`src/rtl/dtim_pkg.sv`:
```
package dtim_pkg;
  // control register layout, per channel stride
  localparam int CTL_STRIDE = 4;
  localparam int RUN_BIT    = 0;
  localparam int UPD_BIT    = 1;
  localparam int AR_BIT     = 2;
  // divider select stride and prescaler position
  localparam int SEL_STRIDE = 4;
  localparam int PRE_LSB    = 8;
  // fixed addresses
  localparam int A_PRE  = 0;
  localparam int A_DIV  = 1;
  localparam int A_CTRL = 2;
  localparam int A_BUF  = 3;
endpackage

```
`src/rtl/dtim_tickgen.sv`:
```
module dtim_tickgen #(
  parameter int PW  = 8,
  parameter int NCH = 2,
  parameter int SW  = 2
) (
  input  logic              clk,
  input  logic              rst_n,
  input  logic [PW-1:0]     pre_val,
  input  logic [NCH*SW-1:0] sel,
  output logic              pre_tick,
  output logic [NCH-1:0]    ch_tick
);
  localparam int DW = 1 << SW;

  logic [PW-1:0] pre_cnt, pre_cnt_nx;
  logic [DW-1:0] div_cnt, div_cnt_nx;

  always_comb begin
    pre_tick   = (pre_cnt >= pre_val);
    pre_cnt_nx = pre_tick ? '0 : pre_cnt + 1'b1;
    div_cnt_nx = pre_tick ? div_cnt + 1'b1 : div_cnt;
  end

  always_ff @(posedge clk or negedge rst_n) begin
    if (!rst_n) begin
      pre_cnt <= '0;
      div_cnt <= '0;
    end else begin
      pre_cnt <= pre_cnt_nx;
      div_cnt <= div_cnt_nx;
    end
  end

  for (genvar g = 0; g < NCH; g++) begin : g_tap
    logic [SW-1:0] code;
    logic [DW-1:0] tap;
    assign code = sel[g*SW +: SW];
    always_comb begin
      for (int b = 0; b < DW; b++) tap[b] = (b <= int'(code));
      ch_tick[g] = pre_tick && ((div_cnt & tap) == tap);
    end


    tick_spacing_chk: assert property (@(posedge clk) disable iff (!rst_n)
      ch_tick[g] |=> !ch_tick[g]);
  end


  pre_period_chk: assert property (@(posedge clk) disable iff (!rst_n)
    pre_tick |=> (pre_tick == (pre_val == '0)));
endmodule

```
`src/rtl/dtim_chan.sv`:
```
module dtim_chan #(
  parameter int CW = 16
) (
  input  logic          clk,
  input  logic          rst_n,
  input  logic          tick,
  input  logic          ctrl_wr,
  input  logic          wr_run,
  input  logic          wr_ar,
  input  logic          wr_upd,
  input  logic          pend_clr,
  input  logic [CW-1:0] reload_val,
  output logic [CW-1:0] cnt_o,
  output logic          run_o,
  output logic          ar_o,
  output logic          pend_o
);
  logic [CW-1:0] cnt_q, cnt_nx, loaded_q, loaded_nx;
  logic          run_q, run_nx, ar_q, ar_nx, pend_q, pend_nx;
  logic          load, step, wrap;

  always_comb begin
    load      = ctrl_wr && wr_upd;
    step      = run_q && tick && !load;
    wrap      = step && (cnt_q == '0);
    cnt_nx    = cnt_q;
    loaded_nx = loaded_q;
    run_nx    = run_q;
    ar_nx     = ar_q;
    if (load) begin
      cnt_nx    = reload_val;
      loaded_nx = reload_val;
    end else if (wrap) begin
      if (ar_q) begin
        cnt_nx    = reload_val;
        loaded_nx = reload_val;
      end
    end else if (step) begin
      cnt_nx = cnt_q - 1'b1;
    end
    if (ctrl_wr) begin
      run_nx = wr_run;
      ar_nx  = wr_ar;
    end else if (wrap && !ar_q) begin
      run_nx = 1'b0;
    end
    pend_nx = wrap | (pend_q & ~pend_clr);
  end

  always_ff @(posedge clk or negedge rst_n) begin
    if (!rst_n) begin
      cnt_q    <= '0;
      loaded_q <= '0;
      run_q    <= 1'b0;
      ar_q     <= 1'b0;
      pend_q   <= 1'b0;
    end else begin
      cnt_q    <= cnt_nx;
      loaded_q <= loaded_nx;
      run_q    <= run_nx;
      ar_q     <= ar_nx;
      pend_q   <= pend_nx;
    end
  end

  assign cnt_o  = cnt_q;
  assign run_o  = run_q;
  assign ar_o   = ar_q;
  assign pend_o = pend_q;


  cnt_le_loaded_chk: assert property (@(posedge clk) disable iff (!rst_n)
    cnt_q <= loaded_q);

  cnt_step_chk: assert property (@(posedge clk) disable iff (!rst_n)
    (run_q && tick && !load && cnt_q != '0) |=> cnt_q == $past(cnt_q) - 1'b1);

  manual_load_chk: assert property (@(posedge clk) disable iff (!rst_n)
    (ctrl_wr && wr_upd) |=> cnt_q == $past(reload_val));

  auto_reload_chk: assert property (@(posedge clk) disable iff (!rst_n)
    (run_q && ar_q && tick && !load && cnt_q == '0) |=> cnt_q == $past(reload_val));

  one_shot_stop_chk: assert property (@(posedge clk) disable iff (!rst_n)
    (run_q && !ar_q && tick && !ctrl_wr && cnt_q == '0) |=> !run_q);

  wrap_sets_pend_chk: assert property (@(posedge clk) disable iff (!rst_n)
    (run_q && tick && !load && cnt_q == '0) |=> pend_q);

  idle_hold_chk: assert property (@(posedge clk) disable iff (!rst_n)
    (!run_q && !(ctrl_wr && wr_upd)) |=> $stable(cnt_q));
endmodule

```
`src/rtl/dual_reload_timer.sv`:
```
module dual_reload_timer
  import dtim_pkg::*;
#(
  parameter int NCH    = 2,
  parameter int CW     = 16,
  parameter int PW     = 8,
  parameter int SW     = 2,
  parameter int ADDR_W = 3
) (
  input  logic              clk,
  input  logic              rst_n,
  input  logic              bus_wr,
  input  logic [ADDR_W-1:0] bus_addr,
  input  logic [31:0]       bus_wdata,
  output logic [31:0]       bus_rdata,
  output logic [NCH-1:0]    irq
);
  localparam int A_OBS  = A_BUF + NCH;
  localparam int A_PEND = A_OBS + NCH;

  logic [PW-1:0]              pre_q, pre_nx;
  logic [NCH*SW-1:0]          sel_q, sel_nx;
  logic [NCH-1:0][CW-1:0]     buf_q, cnt_v;
  logic [NCH-1:0]             run_v, ar_v, pend_v, ch_tick;
  logic                       pre_tick;
  logic                       wr_pre, wr_div, wr_ctrl, wr_pend;

  always_comb begin
    wr_pre  = bus_wr && (bus_addr == ADDR_W'(A_PRE));
    wr_div  = bus_wr && (bus_addr == ADDR_W'(A_DIV));
    wr_ctrl = bus_wr && (bus_addr == ADDR_W'(A_CTRL));
    wr_pend = bus_wr && (bus_addr == ADDR_W'(A_PEND));
    pre_nx  = wr_pre ? bus_wdata[PRE_LSB +: PW] : pre_q;
    sel_nx  = sel_q;
    if (wr_div)
      for (int n = 0; n < NCH; n++)
        sel_nx[n*SW +: SW] = bus_wdata[n*SEL_STRIDE +: SW];
  end

  always_ff @(posedge clk or negedge rst_n) begin
    if (!rst_n) begin
      pre_q <= '0;
      sel_q <= '0;
    end else begin
      pre_q <= pre_nx;
      sel_q <= sel_nx;
    end
  end

  dtim_tickgen #(.PW(PW), .NCH(NCH), .SW(SW)) u_tick (
    .clk      (clk),
    .rst_n    (rst_n),
    .pre_val  (pre_q),
    .sel      (sel_q),
    .pre_tick (pre_tick),
    .ch_tick  (ch_tick)
  );

  for (genvar g = 0; g < NCH; g++) begin : g_ch
    logic          wr_buf;
    logic [CW-1:0] buf_nx;
    always_comb begin
      wr_buf = bus_wr && (bus_addr == ADDR_W'(A_BUF + g));
      buf_nx = wr_buf ? bus_wdata[CW-1:0] : buf_q[g];
    end
    always_ff @(posedge clk or negedge rst_n) begin
      if (!rst_n) buf_q[g] <= '0;
      else        buf_q[g] <= buf_nx;
    end

    dtim_chan #(.CW(CW)) u_chan (
      .clk        (clk),
      .rst_n      (rst_n),
      .tick       (ch_tick[g]),
      .ctrl_wr    (wr_ctrl),
      .wr_run     (bus_wdata[g*CTL_STRIDE + RUN_BIT]),
      .wr_ar      (bus_wdata[g*CTL_STRIDE + AR_BIT]),
      .wr_upd     (bus_wdata[g*CTL_STRIDE + UPD_BIT]),
      .pend_clr   (wr_pend && bus_wdata[g]),
      .reload_val (buf_q[g]),
      .cnt_o      (cnt_v[g]),
      .run_o      (run_v[g]),
      .ar_o       (ar_v[g]),
      .pend_o     (pend_v[g])
    );
  end

  always_comb begin
    bus_rdata = '0;
    if (bus_addr == ADDR_W'(A_PRE)) bus_rdata[PRE_LSB +: PW] = pre_q;
    if (bus_addr == ADDR_W'(A_DIV))
      for (int n = 0; n < NCH; n++) bus_rdata[n*SEL_STRIDE +: SW] = sel_q[n*SW +: SW];
    if (bus_addr == ADDR_W'(A_CTRL))
      for (int n = 0; n < NCH; n++) begin
        bus_rdata[n*CTL_STRIDE + RUN_BIT] = run_v[n];
        bus_rdata[n*CTL_STRIDE + AR_BIT]  = ar_v[n];
      end
    for (int n = 0; n < NCH; n++) begin
      if (bus_addr == ADDR_W'(A_BUF + n)) bus_rdata[CW-1:0] = buf_q[n];
      if (bus_addr == ADDR_W'(A_OBS + n)) bus_rdata[CW-1:0] = cnt_v[n];
    end
    if (bus_addr == ADDR_W'(A_PEND)) bus_rdata[NCH-1:0] = pend_v;
  end

  assign irq = pend_v;


  stop_all_chk: assert property (@(posedge clk) disable iff (!rst_n)
    (wr_ctrl && bus_wdata == '0) |=> run_v == '0);

  pend_sticky_chk: assert property (@(posedge clk) disable iff (!rst_n)
    (!wr_pend) |=> ((pend_v & $past(pend_v)) == $past(pend_v)));
endmodule

```
`config.mk`:
```
export PLATFORM = sky130hd
export DESIGN_NAME = dual_reload_timer
export DESIGN_NICKNAME = d
export VERILOG_FILES = /design/src/rtl/dtim_pkg.sv /design/src/rtl/dtim_tickgen.sv /design/src/rtl/dtim_chan.sv /design/src/rtl/dual_reload_timer.sv
export SDC_FILE = /design/constraint.sdc
export NUM_CORES = 1
export LEC_CHECK = 0
export ABC_AREA = 1
export BUFFER_PORTS_ARGS = -buffer_cell sky130_fd_sc_hd__buf_2
export CAP_MARGIN = 20
export CORE_MARGIN = 2
export CORE_UTILIZATION = 28
export CTS_CLUSTER_DIAMETER = 40
export DETAILED_ROUTE_END_ITERATION = 7
export GPL_ROUTABILITY_DRIVEN = 0
export PLACE_DENSITY = 0.42
export SYNTH_ARGS = -nofsm -noshare
export SYNTH_HDL_FRONTEND = slang
export SYNTH_SLANG_ARGS = --single-unit
export TNS_END_PERCENT = 1
```
`constraint.sdc`:
```
create_clock -name clk -period 2.1 [get_ports clk]
set_clock_uncertainty 0.2 [all_clocks]
set_input_delay 0.105 -clock clk [delete_from_list [all_inputs] [get_ports clk]]
set_output_delay 0.105 -clock clk [all_outputs]
set_load 0.03 [all_outputs]
```
==> results of run 1 <==
[synthesized netlist by cell type (2+ instances only)]
cell type / n
nand2_2: 3
inv_1: 106
buf_2: 5
nor3b_1: 2
nor2_2: 5
o211ai_1: 8
nand3_1: 59
a21oi_1: 15
nand3_2: 23
dfrtp_1: 94
nor2_1: 52
a21oi_2: 2
inv_4: 2
xor2_1: 22
o21ai_0: 57
buf_4: 22
nand2_4: 4
a221oi_1: 2
o22ai_1: 12
xnor2_1: 5
nand4_1: 3
ha_1: 12
nor3_1: 8
nand2_1: 218
nor4_1: 3
nand3_4: 3
inv_2: 4
buf_6: 4
nand4_2: 2
clkbuf_1: 9
and3_1: 2
nand3b_1: 11
nor2_4: 4
[metrics by stage]
| stage | instance area [um^2] | hold WS, ns | setup TNS [ns] | utilization [%] |
|---|---|---|---|---|
| after floorplan | 6060 | -0.391 | 0 | - |
| after global placement | 6910 | -0.181 | -0.283 | 32.9 |
| after detailed placement | 6910 | -0.183 | -1.12 | 32.9 |
| after CTS | 7460 | 0.00354 | -0.110 | 35.5 |
| after global routing | 7640 | 0.000733 | -3.43 | 36.3 |
| final | 7640 | 0.00168 | -0.482 | 36.3 |
[report_power, final]
| group | leakage, uW | internal (uW) | total, uW | switching [uW] |
|---|---|---|---|---|
| sequential | 0.00118 | 2370 | 2840 | 470 |
| combinational | 0.00247 | 1730 | 4120 | 2390 |
| clock | 0.000163 | 1080 | 1840 | 764 |
| total | 0.00381 | 5180 | 8800 | 3620 |
[area by class of cell]
| type | count | area share, % |
|---|---|---|
| clock buffers | 10 | 3.13 |
| well taps | 275 | 4.50 |
| multi-input cells | 561 | 41.7 |
| clock inverters | 6 | 1.10 |
| repair buffers | 128 | 13.1 |
| flip-flops and latches | 94 | 30.8 |
| inverters | 112 | 5.67 |
[kinds of logic (layout without fill, tap and decap cells)]
group | Yosys count | in the layout
flip-flops | 94 | 94
XOR/XNOR | 27 | 27
AND/OR/NAND/NOR | 405 | 405
other | 1 | 16
AO/OA/AOI/OAI | 100 | 100
adder cells (fa/ha/maj) | 12 | 12
buffers and inverters | 153 | 256
multiplexers | 1 | 1
[flip-flops by register name, indices dropped and copies added (netlist names)]
| register | cells |
|---|---|
| g_ch.u_chan.ar_o | 2 |
| u_tick.div_cnt | 4 |
| sel_q | 4 |
| pre_q | 8 |
| g_ch.u_chan.pend_o | 2 |
| g_ch.u_chan.cnt_o | 32 |
| buf_q | 32 |
| u_tick.pre_cnt | 8 |
| g_ch.u_chan.run_o | 2 |
[per-layer routing]
layer | up-vias | GRT usage (%) | routed length [um]
met1 | 2481 | 24.9 | 9150
met5 | - | 0 | 0
met4 | 0 | 5.28 | 361
met3 | 19 | 2.91 | 611
li1 | 2728 | - | -
met2 | 81 | 28.4 | 9020
[worst max-delay path: stages (launching register included)]
cell	delay [ns]
dfrtp_1	0.34
inv_1	0.06
ha_1	0.31
a21o_1	0.19
nor2_1	0.11
nand3_2	0.11
buf_12	0.17
nand2_4	0.06
nand2_4	0.05
nand2_4	0.11
inv_6	0.06
clkbuf_16	0.15
nand3_2	0.05
nand2_1	0.04
[repair_timing]
| item | in CTS | in global routing |
|---|---|---|
| pin swaps | 4 | 12 |
| endpoints found under the hold margin | 136 | 0 |
| gates cloned | 0 | 1 |
| resized for setup | 16 | 33 |
| hold buffers | 15 | 0 |
| endpoints found under the setup margin | 34 | 42 |
| buffers inserted | 1 | 2 |
[final timing paths]
kind / start / end / slack (ns) / cells past startpoint
worst max-delay path: pre_q[7] / g_ch[0].u_chan.cnt_o[2] / -0.03 / 13
worst min-delay path: rst_n / pre_q[1] / 0.002 / 2
worst max register to register: pre_q[7] / g_ch[0].u_chan.cnt_o[2] / -0.03 / 13
worst min register to register: buf_q[28] / buf_q[28] / 0.29 / 2
max in group asynchronous: rst_n / buf_q[30] / 1.03 / 3
min in group clk: bus_wdata[5] / buf_q[5] / 0.01 / 3
==> impl_results.md, run 1 <==
- Outcome: finished with violations
- Violated checks: negative setup slack
- Combinational family with the most area after synthesis: simple AND/OR/NAND/NOR gates
- Grt ovf: 0
- # nets final: 956
- Power Dens Cells: 1150 nW/um^2
- Final worst path period share: 102%
- Top Ports: 72
- Final Slew Violations: 0
- Post-synthesis sequential area ratio: 39.2%
- Max Buffers Root-to-Sink: 2
- Setup violators final: 31
- Post-synthesis mux area share: 0.187%
- # rows: 53
- Endpoints failing hold: 0
- Worst vdd ir: 0.502 mV
- Final worst slack: -0.0323 ns
- Number of global-route vias before repair: 5260
- #FFs+latches synth: 94
- Multi-input gate area: 3190 um^2
- Yosys top cell area share: 39.2%
- Initial antenna violation count: 0
- Post-Synthesis Cells: 793
- Synthesized cell area: 6010 um^2
- Root Driver: clkbuf_16
- Synth Area in XOR/XNOR: 3.94%
- Final std cells w/o fill: 1186
- Die footprint: 22600 um^2
- Post-layout min period: 2.13 ns
- HPWL Detailed: 14.6 mm
- Cell taking the most area after synthesis: dfrtp_1
- Ys Warns: 0
- Async SR Flop Fraction: 100%
- Total core area: 21000 um^2
- Main synth FF type: dfrtp_1
- Sink Count: 94
- Worst relative slew slack: 66.7%
- CP endpoint kind: register
- Synthesized area per cell: 7.58 um^2
- Initial Util: 28.6%
- Most frequent cells in the layout: nand2_1 (211), inv_1 (100), dfrtp_1 (94)
- TritonCTS clock tree: done
- Clock Latency Late Sink: 0.36 ns
- Overall power: 8800 uW
- I/O Buffers: 39
- Post-Synth Simple-Gate Area: 33.2%
- Peak fanout along the critical path: 7
- First-pass GRT wire length: 30.3 mm
- Via Count: 5309
- Antenna Nets Post-Route: 0
- Worst path arrival time: 2.18 ns
- Number of diodes: 0
- Area Growth Syn to Fin: 27.2%
- WP data required: 2.15 ns
- WS Path Type: reg -> reg
- Layout cells sized above 1: 23.5%
- Worst Max-Slew Pin Slew: 0.498 ns
- Crit path launch type: register
- TritonRoute pass-1 iters: 7
- FILL cells: 2240
- Unrepaired setup endpoints after global routing: true
- Num CTS Buffers: 9
- Most common cell after layout, fill and taps aside: nand2_1
- Place WS: -0.0731 ns
- DIE WIDTH: 150 um
- Netlist cell types: 43
- Global-route usage over all layers: 17.9%
- Max cap viols: 0
- Leak: 0.00381 uW
- Via density per instance: 4.48
- Post-Route WL: 19.1 mm
- Wire length per cell: 16.1 um
- Initial DRC count: 356
- Compound-Gate Fraction of Synth Area: 9.37%
- Hold crit path type: in -> async
- Main area contributors after synthesis: dfrtp_1 (39%), nand2_1 (14%), inv_1 (6.6%), nand3_1 (4.9%), o21ai_0 (4.7%)
- Largest net degree at the start of global routing: 49
- Cell total after placement: 1151
- Clock transition at the registers of the reported paths: 0.07 ns
- Sequential Area: 2350 um^2
- Vert. Die Dim: 150 um
- Detailed-route DRC error count: 0
- EDFF count, synth: 0
- Peak Freq: 469 MHz
- CTS H-tree depth: 3
- Adder-Cell Fraction of Synth Area: 2.50%
(Power assumes the default switching activity.)
==> run 2, diff against run 1 <==
==> constraint.sdc (replaced) <==
create_clock -name clk -period 2.1 [get_ports clk]
set_clock_uncertainty 0.2 [all_clocks]
set_input_delay 0.105 -clock clk [delete_from_list [all_inputs] [get_ports clk]]
set_output_delay 0.105 -clock clk [all_outputs]
set_load 0.1 [all_outputs]
==> run 2 against run 1 <==
Against the previous run: the run ends with negative hold slack, negative setup slack left; routed wire length grew 1.1%; setup slack lost 0.021 ns; critical path depth shrank 2; total power grew 5.2%; critical endpoint is now g_ch[0].u_chan.pend_o.
==> impl_results.md, run 2 (synthesized netlist as in run 1, its figures left out) <==
- Outcome: finished with violations (unchanged)
- Violated checks: negative hold slack, negative setup slack (was negative setup slack)
- # rows: 53 (unchanged)
- Root Driver: clkbuf_16 (unchanged)
- I/O Buffers: 39 (unchanged)
- Sink Count: 94 (unchanged)
- Antenna Nets Post-Route: 0 (unchanged)
- TritonCTS clock tree: done (unchanged)
- Power Dens Cells: 1180 nW/um^2 (was 1150 nW/um^2)
- CP max stage delay: 0.42 ns (was 0.34 ns)
- Detailed-route DRC error count: 0 (unchanged)
- Vert. Die Dim: 150 um (unchanged)
- WP data required: 2.19 ns (was 2.15 ns)
- Top Family by Delay on Critical Path: buffers and inverters (was simple AND/OR/NAND/NOR gates)
- Final Slew Violations: 0 (unchanged)
- WS Path Type: reg -> reg (unchanged)
- Final worst path period share: 103% (was 102%)
- Post-layout min period: 2.15 ns (was 2.13 ns)
- Clock transition at the registers of the reported paths: 0.07 ns (about the same)
- Die footprint: 22600 um^2 (unchanged)
- DIE WIDTH: 150 um (unchanged)
- First-pass GRT wire length: 30.7 mm (was 30.3 mm)
- Overall power: 9260 uW (was 8800 uW)
- Grt ovf: 0 (unchanged)
- Setup violators final: 3 (was 31)
- FILL cells: 2234 (was 2240)
- Endpoints failing hold: 1 (was 0)
- Cell Int Power: 5200 uW (was 5180 uW)
- Hold WS: -0.00624 ns (was 0.00168 ns)
- Max stage delay cell, worst path: dfrtp_1 (unchanged)
- Peak fanout along the critical path: 8 (was 7)
- Clock share of power: 18.1% (was 20.9%)
- CP bufs+invs: 4 (unchanged)
- Max Buffers Root-to-Sink: 2 (unchanged)
- Via density per instance: 4.53 (was 4.48)
- Sequential share of power: 30.8% (was 32.3%)
- Sw Ratio: 43.8% (was 41.2%)
- Top Ports: 72 (unchanged)
- Leak: 0.00384 uW (was 0.00381 uW)
- Total core area: 21000 um^2 (unchanged)
- Crit path launch type: register (unchanged)
- Post-Route WL: 19.4 mm (was 19.1 mm)
- Most common cell after layout, fill and taps aside: nand2_1 (unchanged)
- Peak Freq: 464 MHz (was 469 MHz)
- Initial antenna violation count: 0 (unchanged)
- Largest net degree at the start of global routing: 40 (was 49)
- CP endpoint kind: register (unchanged)
- Psw: 4050 uW (was 3620 uW)
- Layout cells sized above 1: 23.4% (was 23.5%)
- Wire length per cell: 16.3 um (was 16.1 um)
- Number of diodes: 0 (unchanged)
- Max cap viols: 0 (unchanged)
- Worst vdd ir: 0.493 mV (was 0.502 mV)
- Post-DP Area: 7130 um^2 (was 6910 um^2)
- TritonRoute pass-1 iters: 5 (was 7)
- Number of global-route vias before repair: 5431 (was 5260)
- Worst path arrival time: 2.24 ns (was 2.18 ns)
- Clock Latency Late Sink: 0.35 ns (was 0.36 ns)
- HPWL Detailed: 14.5 mm (was 14.6 mm)
- Final worst slack: -0.0531 ns (was -0.0323 ns)
- # nets final: 956 (unchanged)
- Crit path top cell by count: buf_4 (was nand2_4)
- Global-route usage over all layers: 18.0% (was 17.9%)
- Initial Util: 28.6% (unchanged)
- Num CTS Buffers: 9 (unchanged)
- CP Cell Sequence: ha_4 > nand2_2 > nor2_4 > nand4_1 > nand3_2 > buf_12 > nand3_4 > buf_6 > buf_4 > buf_4 > nand2_1 (was inv_1 > ha_1 > a21o_1 > nor2_1 > nand3_2 > buf_12 > nand2_4 > nand2_4 > nand2_4 > inv_6 > clkbuf_16 > nand3_2 > nand2_1)
- Most frequent cells in the layout: nand2_1 (211), inv_1 (100), dfrtp_1 (94) (unchanged)
- Via Count: 5371 (was 5309)
- Comb power frac: 51.1% (was 46.8%)
- Design Area, Final: 7830 um^2 (was 7640 um^2)
- Final Util: 37.2% (was 36.3%)
- Initial DRC count: 266 (was 356)
- Unrepaired setup endpoints after global routing: true (unchanged)
- Area Growth Syn to Fin: 30.3% (was 27.2%)
- Hold crit path type: in -> reg (was in -> async)
- CTS H-tree depth: 3 (unchanged)
-- run 2: final timing paths --
path / startpoint / end / slack [ns] / cells past startpoint
max in group asynchronous: rst_n / buf_q[19] / 0.99 / 3
min reg2reg: g_ch[0].u_chan.cnt_o[13] / g_ch[0].u_chan.cnt_o[13] / 0.28 / 2
min: bus_wdata[5] / sel_q[3] / -0.006 / 3
max reg2reg: u_tick.pre_cnt[5] / g_ch[0].u_chan.pend_o / -0.05 / 11
min in group asynchronous: rst_n / g_ch[0].u_chan.run_o / 0.04 / 2
max: u_tick.pre_cnt[5] / g_ch[0].u_chan.pend_o / -0.05 / 11
-- run 2: timing repair --
| item | in CTS | in global routing |
|---|---|---|
| cloned | 0 | 2 |
| buffers inserted | 0 | 6 |
| gates resized for setup | 13 | 30 |
| endpoints found under the hold margin | 132 | 0 |
| pin swaps | 1 | 22 |
| setup endpoints to repair | 33 | 42 |
| hold buffers | 15 | 0 |
-- run 2: final cells by class --
| cell class | count | area [um^2] | share of cell area (%) |
|---|---|---|---|
| multi-input cells | 562 | 3190 | 40.8 |
| flip-flops and latches | 94 | 2350 | 30.1 |
| clock inverters | 6 | 61.3 | 0.783 |
| clock buffers | 10 | 229 | 2.93 |
| well taps | 275 | 344 | 4.40 |
| inverters | 112 | 435 | 5.56 |
| repair buffers | 127 | 1210 | 15.5 |
-- run 2: tightest hold or removal path, cell delays in order --
cell,delay (ns)
buf_2,0.12
inv_1,0.12
o21ai_0,0.17
-- run 2: per-stage QoR --
| stage | setup TNS (ns) | setup slack, ns | hold WS [ns] | cells |
|---|---|---|---|---|
| 2_1_floorplan | -2.77 | -0.433 | -0.391 | 808 |
| 3_3_place_gp | -0.597 | -0.0469 | -0.139 | 1147 |
| 3_5_place_dp | -1.52 | -0.0806 | -0.133 | 1147 |
| 4_1_cts | -0.0105 | -0.00428 | 0.00500 | 1178 |
| 5_1_grt | -3.03 | -0.150 | 0.00964 | 1186 |
| 6_report | -0.0666 | -0.0531 | -0.00624 | 1186 |
-- run 2: power by group through the flow --
stage,clock network (uW),registers (uW),logic [uW]
final,1670,2850,4730
after floorplan,0,2820,2960
after global placement,0,2860,4500
after global routing,1790,2930,5280
after detailed placement,0,2860,4510
after CTS,1720,2840,4580
-- run 2: metal layers --
layer | track usage [%] | vias to the layer above | part of all wire (%)
met3 | 1.82 | 16 | 2.5
met4 | 4.62 | 0 | 1.3
met1 | 24.1 | 2552 | 47
met2 | 31.1 | 79 | 49
li1 | - | 2724 | -
met5 | 0 | - | 0
